--- src/rtl/spi_lrk_pkg.sv ---
package spi_lrk_pkg;
  localparam int ADDR_W  = 8;
  localparam int DATA_W  = 16;
  localparam int FRAME_W = ADDR_W + DATA_W;

  localparam logic [ADDR_W-1:0] KEY_ADDR  = 8'hFE;
  localparam logic [ADDR_W-1:0] CTRL_ADDR = 8'h01;
  localparam logic [ADDR_W-1:0] BANK_ADDR = 8'h02;

  localparam logic [DATA_W-1:0] KEY_FIRST  = 16'hB38F;
  localparam logic [DATA_W-1:0] KEY_SECOND = 16'hABCD;
  localparam logic [DATA_W-1:0] LOCK_WORD  = 16'h1234;
  localparam logic [DATA_W-1:0] BANK1_WORD = 16'h0002;

  typedef struct packed {
    logic [ADDR_W-1:0] addr;
    logic [DATA_W-1:0] val;
  } cmd_t;
endpackage

--- src/rtl/spi_lrk_rx.sv ---
module spi_lrk_rx
  import spi_lrk_pkg::*;
#(
  parameter int SYNC_STAGES = 2
) (
  input  logic clk,
  input  logic rst,
  input  logic sclk,
  input  logic cs_n,
  input  logic sdi,
  output logic cmd_valid,
  output logic cmd_abort,
  output cmd_t cmd,
  output logic frame_start,
  output logic shift_out
);
  localparam int CNT_W = $clog2(FRAME_W + 1);

  logic [SYNC_STAGES:0] sclk_sr, cs_sr, sdi_sr;
  logic [FRAME_W-1:0]   shreg;
  logic [CNT_W-1:0]     bit_cnt;

  always_ff @(posedge clk) begin
    if (rst) begin
      sclk_sr <= '0;
      cs_sr   <= '1;
      sdi_sr  <= '0;
    end else begin
      sclk_sr <= {sclk_sr[SYNC_STAGES-1:0], sclk};
      cs_sr   <= {cs_sr[SYNC_STAGES-1:0], cs_n};
      sdi_sr  <= {sdi_sr[SYNC_STAGES-1:0], sdi};
    end
  end

  logic sclk_now, sclk_prev, cs_now, cs_prev, sdi_now;
  logic sclk_rise, sclk_fall, cs_rise, cs_fall;

  always_comb begin
    sclk_now  = sclk_sr[SYNC_STAGES-1];
    sclk_prev = sclk_sr[SYNC_STAGES];
    cs_now    = cs_sr[SYNC_STAGES-1];
    cs_prev   = cs_sr[SYNC_STAGES];
    sdi_now   = sdi_sr[SYNC_STAGES-1];
    sclk_rise = sclk_now & ~sclk_prev;
    sclk_fall = ~sclk_now & sclk_prev;
    cs_rise   = cs_now & ~cs_prev;
    cs_fall   = ~cs_now & cs_prev;
  end

  always_ff @(posedge clk) begin
    if (rst) begin
      shreg       <= '0;
      bit_cnt     <= '0;
      cmd_valid   <= 1'b0;
      cmd_abort   <= 1'b0;
      frame_start <= 1'b0;
      shift_out   <= 1'b0;
    end else begin
      cmd_valid   <= 1'b0;
      cmd_abort   <= 1'b0;
      frame_start <= cs_fall;
      shift_out   <= sclk_fall & ~cs_now;
      if (cs_fall) begin
        bit_cnt <= '0;
      end else if (cs_rise) begin
        bit_cnt <= '0;
        if (bit_cnt == CNT_W'(FRAME_W)) cmd_valid <= 1'b1;
        else                            cmd_abort <= 1'b1;
      end else if (!cs_now && sclk_rise && bit_cnt < CNT_W'(FRAME_W)) begin
        shreg   <= {shreg[FRAME_W-2:0], sdi_now};
        bit_cnt <= bit_cnt + 1'b1;
      end
    end
  end

  assign cmd = cmd_t'(shreg);
endmodule

--- src/rtl/spi_lrk_core.sv ---
module spi_lrk_core
  import spi_lrk_pkg::*;
#(
  parameter int NUM_REGS = 16
) (
  input  logic              clk,
  input  logic              rst,
  input  logic              cmd_valid,
  input  logic              cmd_abort,
  input  cmd_t              cmd,
  output logic              unlocked,
  output logic              bank,
  output logic              data_sel,
  output logic [ADDR_W-1:0] rd_addr,
  output logic [DATA_W-1:0] rb_word
);
  localparam int REG_AW = $clog2(NUM_REGS);
  localparam int DEPTH  = 2 * NUM_REGS;

  logic [DATA_W-1:0] mem [0:DEPTH-1];
  logic [DATA_W-1:0] mem_q;
  logic              key_armed;

  logic is_nop, is_key, is_ctrl, is_bank, in_range, wr_en;
  logic [REG_AW:0] wr_idx, rd_idx;

  always_comb begin
    is_nop   = (cmd == '0);
    is_key   = (cmd.addr == KEY_ADDR);
    is_ctrl  = (cmd.addr == CTRL_ADDR);
    is_bank  = (cmd.addr == BANK_ADDR);
    in_range = (cmd.addr < ADDR_W'(NUM_REGS));
    wr_en    = cmd_valid && !is_nop && unlocked && !is_key && !is_ctrl
               && !is_bank && in_range;
    wr_idx   = {bank, cmd.addr[REG_AW-1:0]};
    rd_idx   = {bank, rd_addr[REG_AW-1:0]};
  end

  always_ff @(posedge clk) begin
    if (wr_en) mem[wr_idx] <= cmd.val;
  end

  always_ff @(posedge clk) begin
    mem_q <= mem[rd_idx];
  end

  always_ff @(posedge clk) begin
    if (rst) begin
      unlocked  <= 1'b0;
      key_armed <= 1'b0;
      bank      <= 1'b0;
      data_sel  <= 1'b0;
      rd_addr   <= '0;
    end else if (cmd_abort) begin
      key_armed <= 1'b0;
    end else if (cmd_valid && !is_nop) begin
      key_armed <= is_key && (cmd.val == KEY_FIRST);
      if (is_key) begin
        if (cmd.val == KEY_SECOND && key_armed) unlocked <= 1'b1;
        if (cmd.val == LOCK_WORD) begin
          unlocked <= 1'b0;
          data_sel <= 1'b0;
        end
      end else if (unlocked) begin
        if (is_bank) begin
          bank <= (cmd.val == BANK1_WORD);
        end else if (is_ctrl) begin
          if (cmd.val[1]) begin
            bank     <= 1'b0;
            data_sel <= 1'b0;
            rd_addr  <= '0;
          end else begin
            rd_addr  <= cmd.val[15:8];
            data_sel <= cmd.val[0];
          end
        end
      end
    end
  end

  logic [DATA_W-1:0] rb_next;
  always_comb begin
    if (rd_addr == CTRL_ADDR)
      rb_next = {rd_addr, 7'b0, data_sel};
    else if (rd_addr == BANK_ADDR)
      rb_next = {15'b0, bank};
    else if (rd_addr == KEY_ADDR)
      rb_next = {15'b0, unlocked};
    else if (rd_addr < ADDR_W'(NUM_REGS))
      rb_next = mem_q;
    else
      rb_next = '0;
  end

  always_ff @(posedge clk) begin
    if (rst) rb_word <= '0;
    else     rb_word <= rb_next;
  end
endmodule

--- src/rtl/spi_lrk_tx.sv ---
module spi_lrk_tx
  import spi_lrk_pkg::*;
(
  input  logic              clk,
  input  logic              rst,
  input  logic              frame_start,
  input  logic              shift_out,
  input  logic [DATA_W-1:0] load_word,
  output logic              dout
);
  logic [DATA_W-1:0] sh;

  always_ff @(posedge clk) begin
    if (rst)              sh <= '0;
    else if (frame_start) sh <= load_word;
    else if (shift_out)   sh <= {sh[DATA_W-2:0], 1'b0};
  end

  assign dout = sh[DATA_W-1];
endmodule

--- src/rtl/spi_locked_regif.sv ---
module spi_locked_regif
  import spi_lrk_pkg::*;
#(
  parameter int NUM_REGS    = 16,
  parameter int SYNC_STAGES = 2
) (
  input  logic        clk,
  input  logic        rst,
  input  logic        spi_sclk,
  input  logic        spi_cs_n,
  input  logic        spi_sdi,
  input  logic [15:0] conv_data,
  output logic        spi_dout,
  output logic        cfg_unlocked,
  output logic        cfg_bank,
  output logic        cfg_data_sel,
  output logic [7:0]  cfg_read_addr
);
  logic              cmd_valid, cmd_abort, frame_start, shift_out;
  cmd_t              cmd_word;
  logic [DATA_W-1:0] rb_word, load_word;

  spi_lrk_rx #(.SYNC_STAGES(SYNC_STAGES)) i_rx (
    .clk(clk), .rst(rst), .sclk(spi_sclk), .cs_n(spi_cs_n), .sdi(spi_sdi),
    .cmd_valid(cmd_valid), .cmd_abort(cmd_abort), .cmd(cmd_word),
    .frame_start(frame_start), .shift_out(shift_out)
  );

  spi_lrk_core #(.NUM_REGS(NUM_REGS)) i_core (
    .clk(clk), .rst(rst), .cmd_valid(cmd_valid), .cmd_abort(cmd_abort),
    .cmd(cmd_word), .unlocked(cfg_unlocked), .bank(cfg_bank),
    .data_sel(cfg_data_sel), .rd_addr(cfg_read_addr), .rb_word(rb_word)
  );

  assign load_word = cfg_data_sel ? rb_word : conv_data;

  spi_lrk_tx i_tx (
    .clk(clk), .rst(rst), .frame_start(frame_start), .shift_out(shift_out),
    .load_word(load_word), .dout(spi_dout)
  );
endmodule

--- config.mk ---
export PLATFORM = sky130hd
export DESIGN_NAME = spi_locked_regif
export DESIGN_NICKNAME = d
export VERILOG_FILES = /design/src/rtl/spi_lrk_pkg.sv /design/src/rtl/spi_lrk_rx.sv /design/src/rtl/spi_lrk_core.sv /design/src/rtl/spi_lrk_tx.sv /design/src/rtl/spi_locked_regif.sv
export SDC_FILE = /design/constraint.sdc
export NUM_CORES = 1
export LEC_CHECK = 0
export CORE_MARGIN = 2
export CORE_UTILIZATION = 60
export CTS_CLUSTER_DIAMETER = 200
export DETAILED_ROUTE_END_ITERATION = 16
export DONT_BUFFER_PORTS = 1
export GPL_ROUTABILITY_DRIVEN = 1
export PLACE_DENSITY_LB_ADDON = 0.25
export REMOVE_ABC_BUFFERS = 1
export SYNTH_ARGS = -nofsm -noshare
export SYNTH_HDL_FRONTEND = slang
export SYNTH_SLANG_ARGS = --single-unit
export TNS_END_PERCENT = 5
--- constraint.sdc ---
create_clock -name clk -period 5.8 [get_ports clk]
set_input_delay 0.87 -clock clk [delete_from_list [all_inputs] [get_ports clk]]
set_output_delay 0.87 -clock clk [all_outputs]
set_load 0.005 [all_outputs]
=== After elaboration in Yosys (flattened, before gate mapping) ===
Memories as Yosys holds them, arrays and structs flattened. A register that Yosys moved wholly into a read port is not among the register bits.
Index checks and enable logic that the tools add are counted.

* Word-level logic and storage cells: 104
* Output and inout bits: 12
* Memories: 1
* Flip-flop bits (word level): 85
* RAM bits: 512

{| class="wikitable"
|+ Memory list
! memory !! depth !! width !! read ports !! clocked after memory_dff !! wr ports !! RTL line !! text
|-
| i_core.mem || 32 || 16 || 1 || 1 || 1 || spi_lrk_core.sv:20 || <nowiki>logic [DATA_W-1:0] mem [0:DEPTH-1];</nowiki>
|}

* $lt $le $gt $ge: 3
* Reduce and logical (&&, ||, !) cells: 31
* Bitwise logic cells: 15
* Multiplexer cells: 23
* Add/sub/neg operators: 1
* Equal/unequal tests: 13

{| class="wikitable"
|+ Operators with widths
! kind !! number
|-
| 16-bit two-way mux || 7
|-
| 16-bit == test (second input constant) || 2
|-
| 24-bit logical NOT || 1
|-
| 6-bit AND reduction || 3
|-
| 16-bit by 13-bit == test with 1-bit output (second input constant) || 1
|-
| 16-bit by 2-bit == test with 1-bit output (second input constant) || 1
|-
| 8-bit by 1-bit == test with 1-bit output (second input constant) || 2
|-
| 8-bit by 2-bit == test with 1-bit output (second input constant) || 2
|-
| 8-bit == test (second input constant) || 2
|-
| 8-bit by 5-bit less-than comparator with 1-bit output (second input constant) || 2
|-
| 1-bit two-way mux || 15
|-
| 2-bit nonzero test || 6
|-
| 1-bit logical AND || 10
|-
| 1-bit inverter || 10
|-
| 8-bit two-way mux || 1
|-
| 3-bit OR reduction || 2
|-
| 5-bit by 1-bit adder with 5-bit output (second input constant) || 1
|-
| 1-bit AND || 5
|-
| 5-bit == test (second input constant) || 1
|-
| 1-bit logical NOT || 5
|-
| 5-bit less-than comparator (second input constant) || 1
|-
| 5-bit OR reduction || 1
|-
| 4-bit AND reduction || 1
|-
| 3-bit AND reduction || 1
|-
| 3 further kinds || 3
|}

=== Logic depth before layout (Yosys ltp) ===
Gate-level depths: netlist (run 1).

* Depth after elaboration: 10
* Gate-level depth with buffers: 8
* Depth with buffers taken out: 5

=== By module ===
From an unflattened synthesis (run 1), not the netlist that was laid out.

* Cells, all modules: 1224
* Area total of the unflattened synthesis: 23618.9 um^2

{| class="wikitable"
|+ By module, submodules not included
! module !! cells an instance !! instances !! area each (um^2) !! sequential area each (um^2)
|-
| spi_lrk_core || 993 || 1 || 21016.4 || 16255.6
|-
| spi_lrk_rx || 142 || 1 || 1589.0 || 820.8
|-
| spi_lrk_tx || 71 || 1 || 764.5 || 320.3
|-
| spi_locked_regif || 18 || 1 || 249.0 || 0.0
|}

=== Worst setup path after synthesis (run 1) ===
OpenSTA, ideal clock, no wires.

* Path type: register -> register
* From: reg i_rx.shreg[0], in the netlist i_rx.cmd[0]
* To: mem i_core.mem[5][0], enable pin
* Path buffers: 1
* Data arrival time: 3043 ps
* Stages on the path, launching flop included: 7
* Data required time: 5391 ps
* Setup slack: 2348 ps
* Setup time: 409 ps
* Cell sequence: dfxtp_1 > nor4_1 > nand4b_1 > o311ai_2 > or3b_2 > clkbuf_1 > nor3_1

* Longest elaborated chain between the ends: 10

{| class="wikitable"
|+ RTL lines
! what !! RTL line !! text
|-
| start: declaration || spi_lrk_rx.sv:20 || <nowiki>logic [FRAME_W-1:0] shreg;</nowiki>
|-
| start signal: assignment || spi_lrk_rx.sv:70 || <nowiki>shreg <= {shreg[FRAME_W-2:0], sdi_now};</nowiki>
|-
| 24-bit logical NOT || spi_lrk_core.sv:28 || <nowiki>is_nop = (cmd == '0);</nowiki>
|-
| 1-bit logical NOT || spi_lrk_core.sv:33 || <nowiki>wr_en = cmd_valid && !is_nop && unlocked && !is_key && !is_ctrl</nowiki>
|-
| 1-bit logical AND (4 in series) || spi_lrk_core.sv:33 ||
|-
| 1-bit logical AND (2 in series) || spi_lrk_core.sv:34 || <nowiki>&& !is_bank && in_range;</nowiki>
|-
| 1-bit two-way mux || spi_lrk_core.sv:40 || <nowiki>if (wr_en) mem[wr_idx] <= cmd.val;</nowiki>
|-
| 1-bit two-way mux (implied by the code) || spi_lrk_core.sv:40 ||
|-
| end: declaration || spi_lrk_core.sv:20 ||
|}

No other way between the ends.

==> results of run 1 <==
how the worst max path moves through the flow:
stage                              endpoint  slack (ns)  depth (start not counted)
floorplan           i_core.mem_q[3]$_DFF_P_       -0.93                          4
global placement    i_core.mem_q[4]$_DFF_P_        2.66                          5
detailed placement  i_core.mem_q[4]$_DFF_P_        2.65                          5
CTS                 i_core.mem_q[4]$_DFF_P_        2.64                          5
global route        i_core.mem_q[4]$_DFF_P_        2.57                          5
finish              i_core.mem_q[7]$_DFF_P_        2.65                          5
area by class of cell:
class,instances,area share
Timing Repair Buffer,54,0.0164
Inverter,7,0.00100
Tap cell,518,0.0247
Clock inverter,31,0.00921
Multi-Input combinational cell,613,0.224
Sequential cell,613,0.664
Clock buffer,79,0.0604
Antenna cell,1,0.0000954
registers in the layout, summed over array words and instances (netlist names), 2 cells and up:
name	count
i_rx.cs_sr	3
i_core.mem	512
i_rx.bit_cnt	5
i_rx.cmd	24
i_tx.sh	16
i_rx.sdi_sr	2
i_rx.sclk_sr	3
i_core.rd_addr	8
i_core.mem_q	16
i_core.rb_word	16
worst max-delay path, delay by kind of cell, from the launching register on:
family	cells	cell delay, ns
and+or+nand+nor	3	1.68
buffers and inverters	1	0.28
DFF	1	0.30
AOI/OAI and AO/OA	1	0.73
cell usage in the layout (no fill, tap or decap), types with 3 or more instances in the layout:
cell       count
nor2_1        35
nand4_1        7
nor2b_1       23
a221o_1       16
clkbuf_16     60
dfxtp_1       99
clkinv_1      12
buf_4         52
ha_1           4
a21oi_1       51
bufinv_16      3
mux4_2       128
nand3_1       30
mux2i_1       19
nand2b_1       3
or4_1          3
mux2_2        17
clkinv_2      11
clkbuf_1      18
inv_1          7
o22ai_1       33
or2_2          5
and2_1        15
conb_1        64
nand3b_1      13
nor3_2         6
nor4_2         5
nand2_1       47
nor3_1        19
edfxtp_1     512
nor4_1         3
a211oi_1      31
logic make-up (layout without fill, tap and decap cells):
| logic type | after synthesis | in the layout | synth area share |
|---|---|---|---|
| buf+inv | 87 | 171 | 0.0158 |
| fa+ha+maj | 4 | 4 | 0.00214 |
| compound gates | 144 | 144 | 0.0415 |
| simple gates | 234 | 234 | 0.0545 |
| flops | 613 | 613 | 0.745 |
| xor+xnor | 3 | 3 | 0.00113 |
| mux | 164 | 164 | 0.140 |
| other cells | 1 | 65 | 0.000161 |
per-layer routing:
metal	part of all wire	routed length, µm
met1	0.38	19700
met2	0.48	25200
met3	0.095	4930
met4	0.041	2100
met5	0.00025	13
power by group through the flow:
stage	Combinational [mW]	Sequential (mW)	Clock (mW)
3_5_place_dp	0.0366	4.84	0
6_report	0.0386	4.74	3.62
2_1_floorplan	0.0303	4.83	0
5_1_grt	0.0439	4.74	3.82
4_1_cts	0.0369	4.74	3.67
3_3_place_gp	0.0356	4.83	0
per-stage QoR:
stage | std cells | instance area [µm²] | utilization | hold slack [ns] | setup TNS, ns
floorplan | 1233 | 23200 | - | 0.389 | -25.88
global placement | 1805 | 24400 | 0.633 | 0.392 | 0
detailed placement | 1805 | 24400 | 0.633 | 0.395 | 0
CTS | 1915 | 26200 | 0.680 | 0.317 | 0
global route | 1915 | 26200 | 0.680 | 0.326 | 0
finish | 1916 | 26200 | 0.680 | 0.347 | 0
==> results.yml, run 1 <==
route:
  drtPass1Iterations: 5
  viasPerCell: 6.34
  drt-initial-drc-count: 1652
  totalWireLength_mm: 51.9
  ant_nets: 0
  drcViolationCount: 0
  wl_per_cell_um: 27.1
  vias: 12100
power_and_ir_drop:
  ir_drop_v: 0.000253
  p_comb_frac: 0.005
  power_switching_mw: 1.60
  pwr-share-seq: 0.565
  p_leak_nw: 8.38
  switching_share: 0.191
  p_total_mw: 8.40
  clockPowerShare: 0.431
  internal_power_mw: 6.79
  powerDensity_mw_per_mm2: 320
timing:
  worst_pin_slew_ns: 1.02
  drv_slew: 0
  fmaxAchievable_ghz: 0.317
  layout_setup_ws_ns: 2.65
  slew_headroom: 0.319
  setup_viol: 0
  post-route-period-util: 0.544
  fin_skew_ns: 0.0123
  hold_violations: 0
  min_period_ns: 3.15
  rsz0062_at_grt: "false"
floorplan:
  die_w_um: 201
  start_util: 0.606
  rows: 72
  io_pins: 33
  coreArea_mm2: 0.0386
  chipHeight_um: 201
  dieArea_mm2: 0.0405
clocking:
  cts_max_level: 2
  cts_root_buf: "clkbuf_16"
  clk_latency_ns: 0.61
  post_cts_buffers: 0
  cts_buffer_depth: 3
  clk_pin_slew_ns: 0.06
  cts_buffers: 59
  hold_buffers: 0
  numClockSinks: 613
  cts_tree: "done"
  cts_resized: 0
grt:
  busiest_layer: "met2"
  grt_max_degree: 77
  grt_first_pass_wirelength_mm: 77.6
  overflow: 0
  grt.total_usage: 0.262
  grt_pass1_vias: 12200
  antenna_found_initial: 1
  gr-usage-met3: 0.0538
  met2_usage: 0.418
  grt_use_met1: 0.360
synth:
  yosysWarnings: 0
  synth-edff-count: 512
  synth_top_area_frac: 0.658
  syn_area_mm2: 0.0234
  synth_area_leader_cell: "edfxtp_1"
  ys_async_sr_fraction: 0
  netlist_top_cells_count: "edfxtp_1, mux4_2, dfxtp_1, clkbuf_1, a21oi_1"
  yosysUniqueCellTypes: 55
  ys_seq_elements: 613
  yosys-top-cells-area: "edfxtp_1, mux4_2, dfxtp_1, a21oi_1, a211oi_1"
  ys.flop_type: "edfxtp_1"
  synth_most_common_cell: "edfxtp_1"
  synth_area_per_cell_um2: 18.7
  yosysSeqAreaShare: 0.745
  synthCells: 1250
hold_path:
  hp-start: "rst"
  hold-path-endpoint: "i_rx.sclk_sr[2]$_SDFF_PP0_"
  min_path_type: "input pin to register"
  hold_path_depth: 1
finish:
  register_area_mm2: 0.0174
  syn2layout_area_growth_pct: 12.3
  multi_input_area_mm2: 0.00589
  drive_above_1_share: 0.220
  num-fill-cells: 2490
  nets: 1373
worst_setup_path:
  slowest_delay_ns: 0.85
  worstReg2RegStart: "i_core.bank$_SDFFE_PP0P_"
  required_ns: 6.27
  reg2reg_setup_slack_ns: 2.65
  cp_cell_sequence: "buf_4 > nor2_2 > nand2_1 > o22ai_1 > nor3_1"
  end_kind: "register"
  r2r_end: "i_core.mem_q[7]$_DFF_P_"
  cp_max_fo: 36
  worst_setup_path_start_kind: "register"
  reg2reg_depth: 5
  worstSetupPathType: "register to register"
  crit_slowest_cell: "nor2_2"
  critical_path_arrival_ns: 3.62
  cp-startpoint: "i_core.bank$_SDFFE_PP0P_"
placed_design:
  numPortBuffers: 0
  gp_congestion: 0.809
  dp_slack_ns: 2.65
  hpwlAfterDp_mm: 29.7
run_status:
  status: "finished, final reports clean"
run:
  drv_cap: 0
Power figures use the tool's default switching activity.
==> inputs of run 2 (changes only) <==
--- a/config.mk
+++ b/config.mk
@@ -5,8 +5,9 @@
 export SDC_FILE = /design/constraint.sdc
 export NUM_CORES = 1
 export LEC_CHECK = 0
+export ABC_AREA = 1
 export CORE_MARGIN = 2
-export CORE_UTILIZATION = 60
+export CORE_UTILIZATION = 57
 export CTS_CLUSTER_DIAMETER = 200
 export DETAILED_ROUTE_END_ITERATION = 16
 export DONT_BUFFER_PORTS = 1
==> constraint.sdc (replaced) <==
create_clock -name clk -period 2.6 [get_ports clk]
set_input_delay 0.39 -clock clk [delete_from_list [all_inputs] [get_ports clk]]
set_output_delay 0.39 -clock clk [all_outputs]
set_load 0.005 [all_outputs]
==> results.yml, run 2 <==
route:
  wl_per_cell_um: 22.5
  viasPerCell: 5.98
  vias: 16800
  ant_nets: 0
  drcViolationCount: 0
  drtPass1Iterations: 6
  drt-initial-drc-count: 1991
  totalWireLength_mm: 63.1
worst_setup_path:
  worst_setup_path_start_kind: "register"
  critical_path_arrival_ns: 2.66
  worstSetupPathType: "register to register"
  end_kind: "register"
  required_ns: 2.90
  slowest_delay_ns: 0.53
  cp_max_fo: 17
  crit_slowest_cell: "dfxtp_1"
  cp_cell_sequence: "nor2_4 > nand2_1 > nor2_1 > nand3_2 > nand3_1 > nor2_4 > inv_2 > nor3_2 > buf_4"
  critical_path.most_common_cell: "nor2_4"
synth:
  ys.flop_type: "edfxtp_1"
  synth_top_area_frac: 0.632
  yosys.area_share.xor_xnor: 0
  yosysSeqAreaShare: 0.715
  synth_area_per_cell_um2: 11.4
  synthAdderAreaFrac: 0.00206
  synth_top_family_by_area: "simple AND/OR/NAND/NOR gates"
  yosysWarnings: 0
  yosys-top-cells-area: "edfxtp_1, dfxtp_1, nor2_1, o21ai_0, o22ai_1"
  syn_area_mm2: 0.0243
  muxShareOfSynthArea: 0
  synth_area_leader_cell: "edfxtp_1"
  netlist_top_cells_count: "nor2_1, edfxtp_1, o21ai_0, nand2_1"
  ys_async_sr_fraction: 0
  synth-edff-count: 512
  synth_compound_area_frac: 0.112
  yosys.area_share.simple: 0.133
  synthCells: 2137
  synth_most_common_cell: "nor2_1"
  ys_seq_elements: 613
  yosysUniqueCellTypes: 37
clocking:
  cts_buffer_depth: 3
  cts_max_level: 2
  cts_tree: "done"
  clk_latency_ns: 0.63
  cts_resized: 0
  cts_buffers: 58
  numClockSinks: 613
  cts_root_buf: "clkbuf_16"
  post_cts_buffers: 0
  clk_pin_slew_ns: 0.07
timing:
  rsz0062_at_grt: "false"
  post-route-period-util: 0.906
  holdWs_ns: 0.0793
  drv_slew: 0
  fmaxAchievable_ghz: 0.424
  setup_viol: 0
  slew_headroom: 0.246
  hold_violations: 0
  fin_skew_ns: 0.0252
  worst_pin_slew_ns: 1.13
  min_period_ns: 2.36
placed_design:
  numPortBuffers: 0
  place_area_mm2: 0.0255
  hpwlAfterDp_mm: 37.7
  place_inst: 2694
  gp_congestion: 0.930
power_and_ir_drop:
  power_switching_mw: 3.74
  p_leak_nw: 10.4
  switching_share: 0.194
  p_comb_frac: 0.008
  clockPowerShare: 0.444
  internal_power_mw: 15.6
  powerDensity_mw_per_mm2: 704
  pwr-share-seq: 0.548
  ir_drop_v: 0.000558
grt:
  grt_max_degree: 139
  overflow: 0
  antenna_found_initial: 0
  grt_pass1_vias: 16100
  grt.total_usage: 0.286
  grt_first_pass_wirelength_mm: 94.1
run:
  drv_cap: 0
finish:
  final_cell_mix: "nor2_1, edfxtp_1, o21ai_0"
  largest_reg_flops: 512
  diodes: 0
  syn2layout_area_growth_pct: 12.8
  mostFrequentLayoutCell: "nor2_1"
  nets: 2244
  final_area_mm2: 0.0274
  num-fill-cells: 3166
  stdcell_count: 2807
  drive_above_1_share: 0.0939
  top_register: "i_core.mem"
floorplan:
  start_util: 0.579
  rows: 75
  chipHeight_um: 211
  dieArea_mm2: 0.0444
  io_pins: 33
  die_w_um: 211
  coreArea_mm2: 0.0420
run_status:
  status: "finished, final reports clean"
hold_path:
  min_path_type: "input pin to register"
==> run 2: cell count changes after synthesis, moves of 30 or more <==
| cell | change |
|---|---|
| nor2_1 | +493 |
| o22ai_1 | +68 |
| o21ai_0 | +290 |
| o21ai_1 | +35 |
| nand3_1 | +37 |
| mux4_2 | -128 |
| nand2_1 | +104 |
| clkbuf_1 | +34 |
| inv_1 | +73 |
| a211oi_1 | -30 |
==> run 2: area by class of cell <==
cell class / instances / area [µm²] / share of cell area
clock buffer: 76 / 1540 / 0.0561
clock inverter: 33 / 387 / 0.0141
inverter: 85 / 324 / 0.0118
multi-input combinational: 1371 / 6310 / 0.230
sequential: 613 / 17400 / 0.634
tap: 539 / 674 / 0.0246
timing repair buffer: 90 / 798 / 0.0291
==> run 2: kinds of logic after synthesis <==
| family | count (synthesis) |
|---|---|
| and+or+nand+nor | 798 |
| buffers and inverters | 216 |
| AOI/OAI and AO/OA | 505 |
| adders and majority gates | 4 |
| DFF | 613 |
| other | 1 |
==> run 2: stage by stage <==
stage	util	setup TNS, ns	total power [mW]	setup slack (ns)
global route	0.653	0	19.8	0.154
floorplan	-	-305.96	10.9	-5.78
detailed placement	0.606	0	10.9	0.338
CTS	0.653	0	19.4	0.287
global placement	0.606	0	10.9	0.421
finish	0.653	0	19.3	0.244
==> run 2: power by group through the flow <==
stage / Clock [mW] / Combinational (mW) / Sequential (mW)
global placement: 0 / 0.135 / 10.8
global route: 9.01 / 0.176 / 10.6
finish: 8.57 / 0.159 / 10.6
detailed placement: 0 / 0.139 / 10.8
floorplan: 0 / 0.0808 / 10.8
CTS: 8.64 / 0.151 / 10.6
==> run 2: worst max-delay path: cells and delay by family, from the launching register on <==
| family | cells | cell delay [ns] |
|---|---|---|
| buffers and inverters | 2 | 0.54 |
| and+or+nand+nor | 7 | 0.94 |
| DFF | 1 | 0.53 |
==> run 2: per-layer routing <==
metal | share of wire | global-route usage | vias to the layer above
met5 | 0 | 0 | -
met1 | 0.39 | 0.372 | 8131
met3 | 0.083 | 0.0471 | 175
met4 | 0.050 | 0.137 | 0
met2 | 0.48 | 0.474 | 806
li1 | - | - | 7663
==> run 2: final timing paths <==
kind                                               endpoint  depth (start not counted)  slack, ns                  startpoint
worst min register to register   i_rx.sclk_sr[1]$_SDFF_PP0_                          2       0.41  i_rx.sclk_sr[0]$_SDFF_PP0_
worst min-delay path               i_tx.sh[15]$_SDFFE_PP0P_                          4       0.08               conv_data[15]
worst max register to register  i_core.mem[12][9]$_DFFE_PP_                          9       0.24   i_rx.cmd[19]$_SDFFE_PP0P_
worst max-delay path            i_core.mem[12][9]$_DFFE_PP_                          9       0.24   i_rx.cmd[19]$_SDFFE_PP0P_
==> run 2: timing repair <==
action                                  CTS  global route
endpoints found under the hold margin    27             0
hold buffers                              4             0
endpoints found under the setup margin    0             0
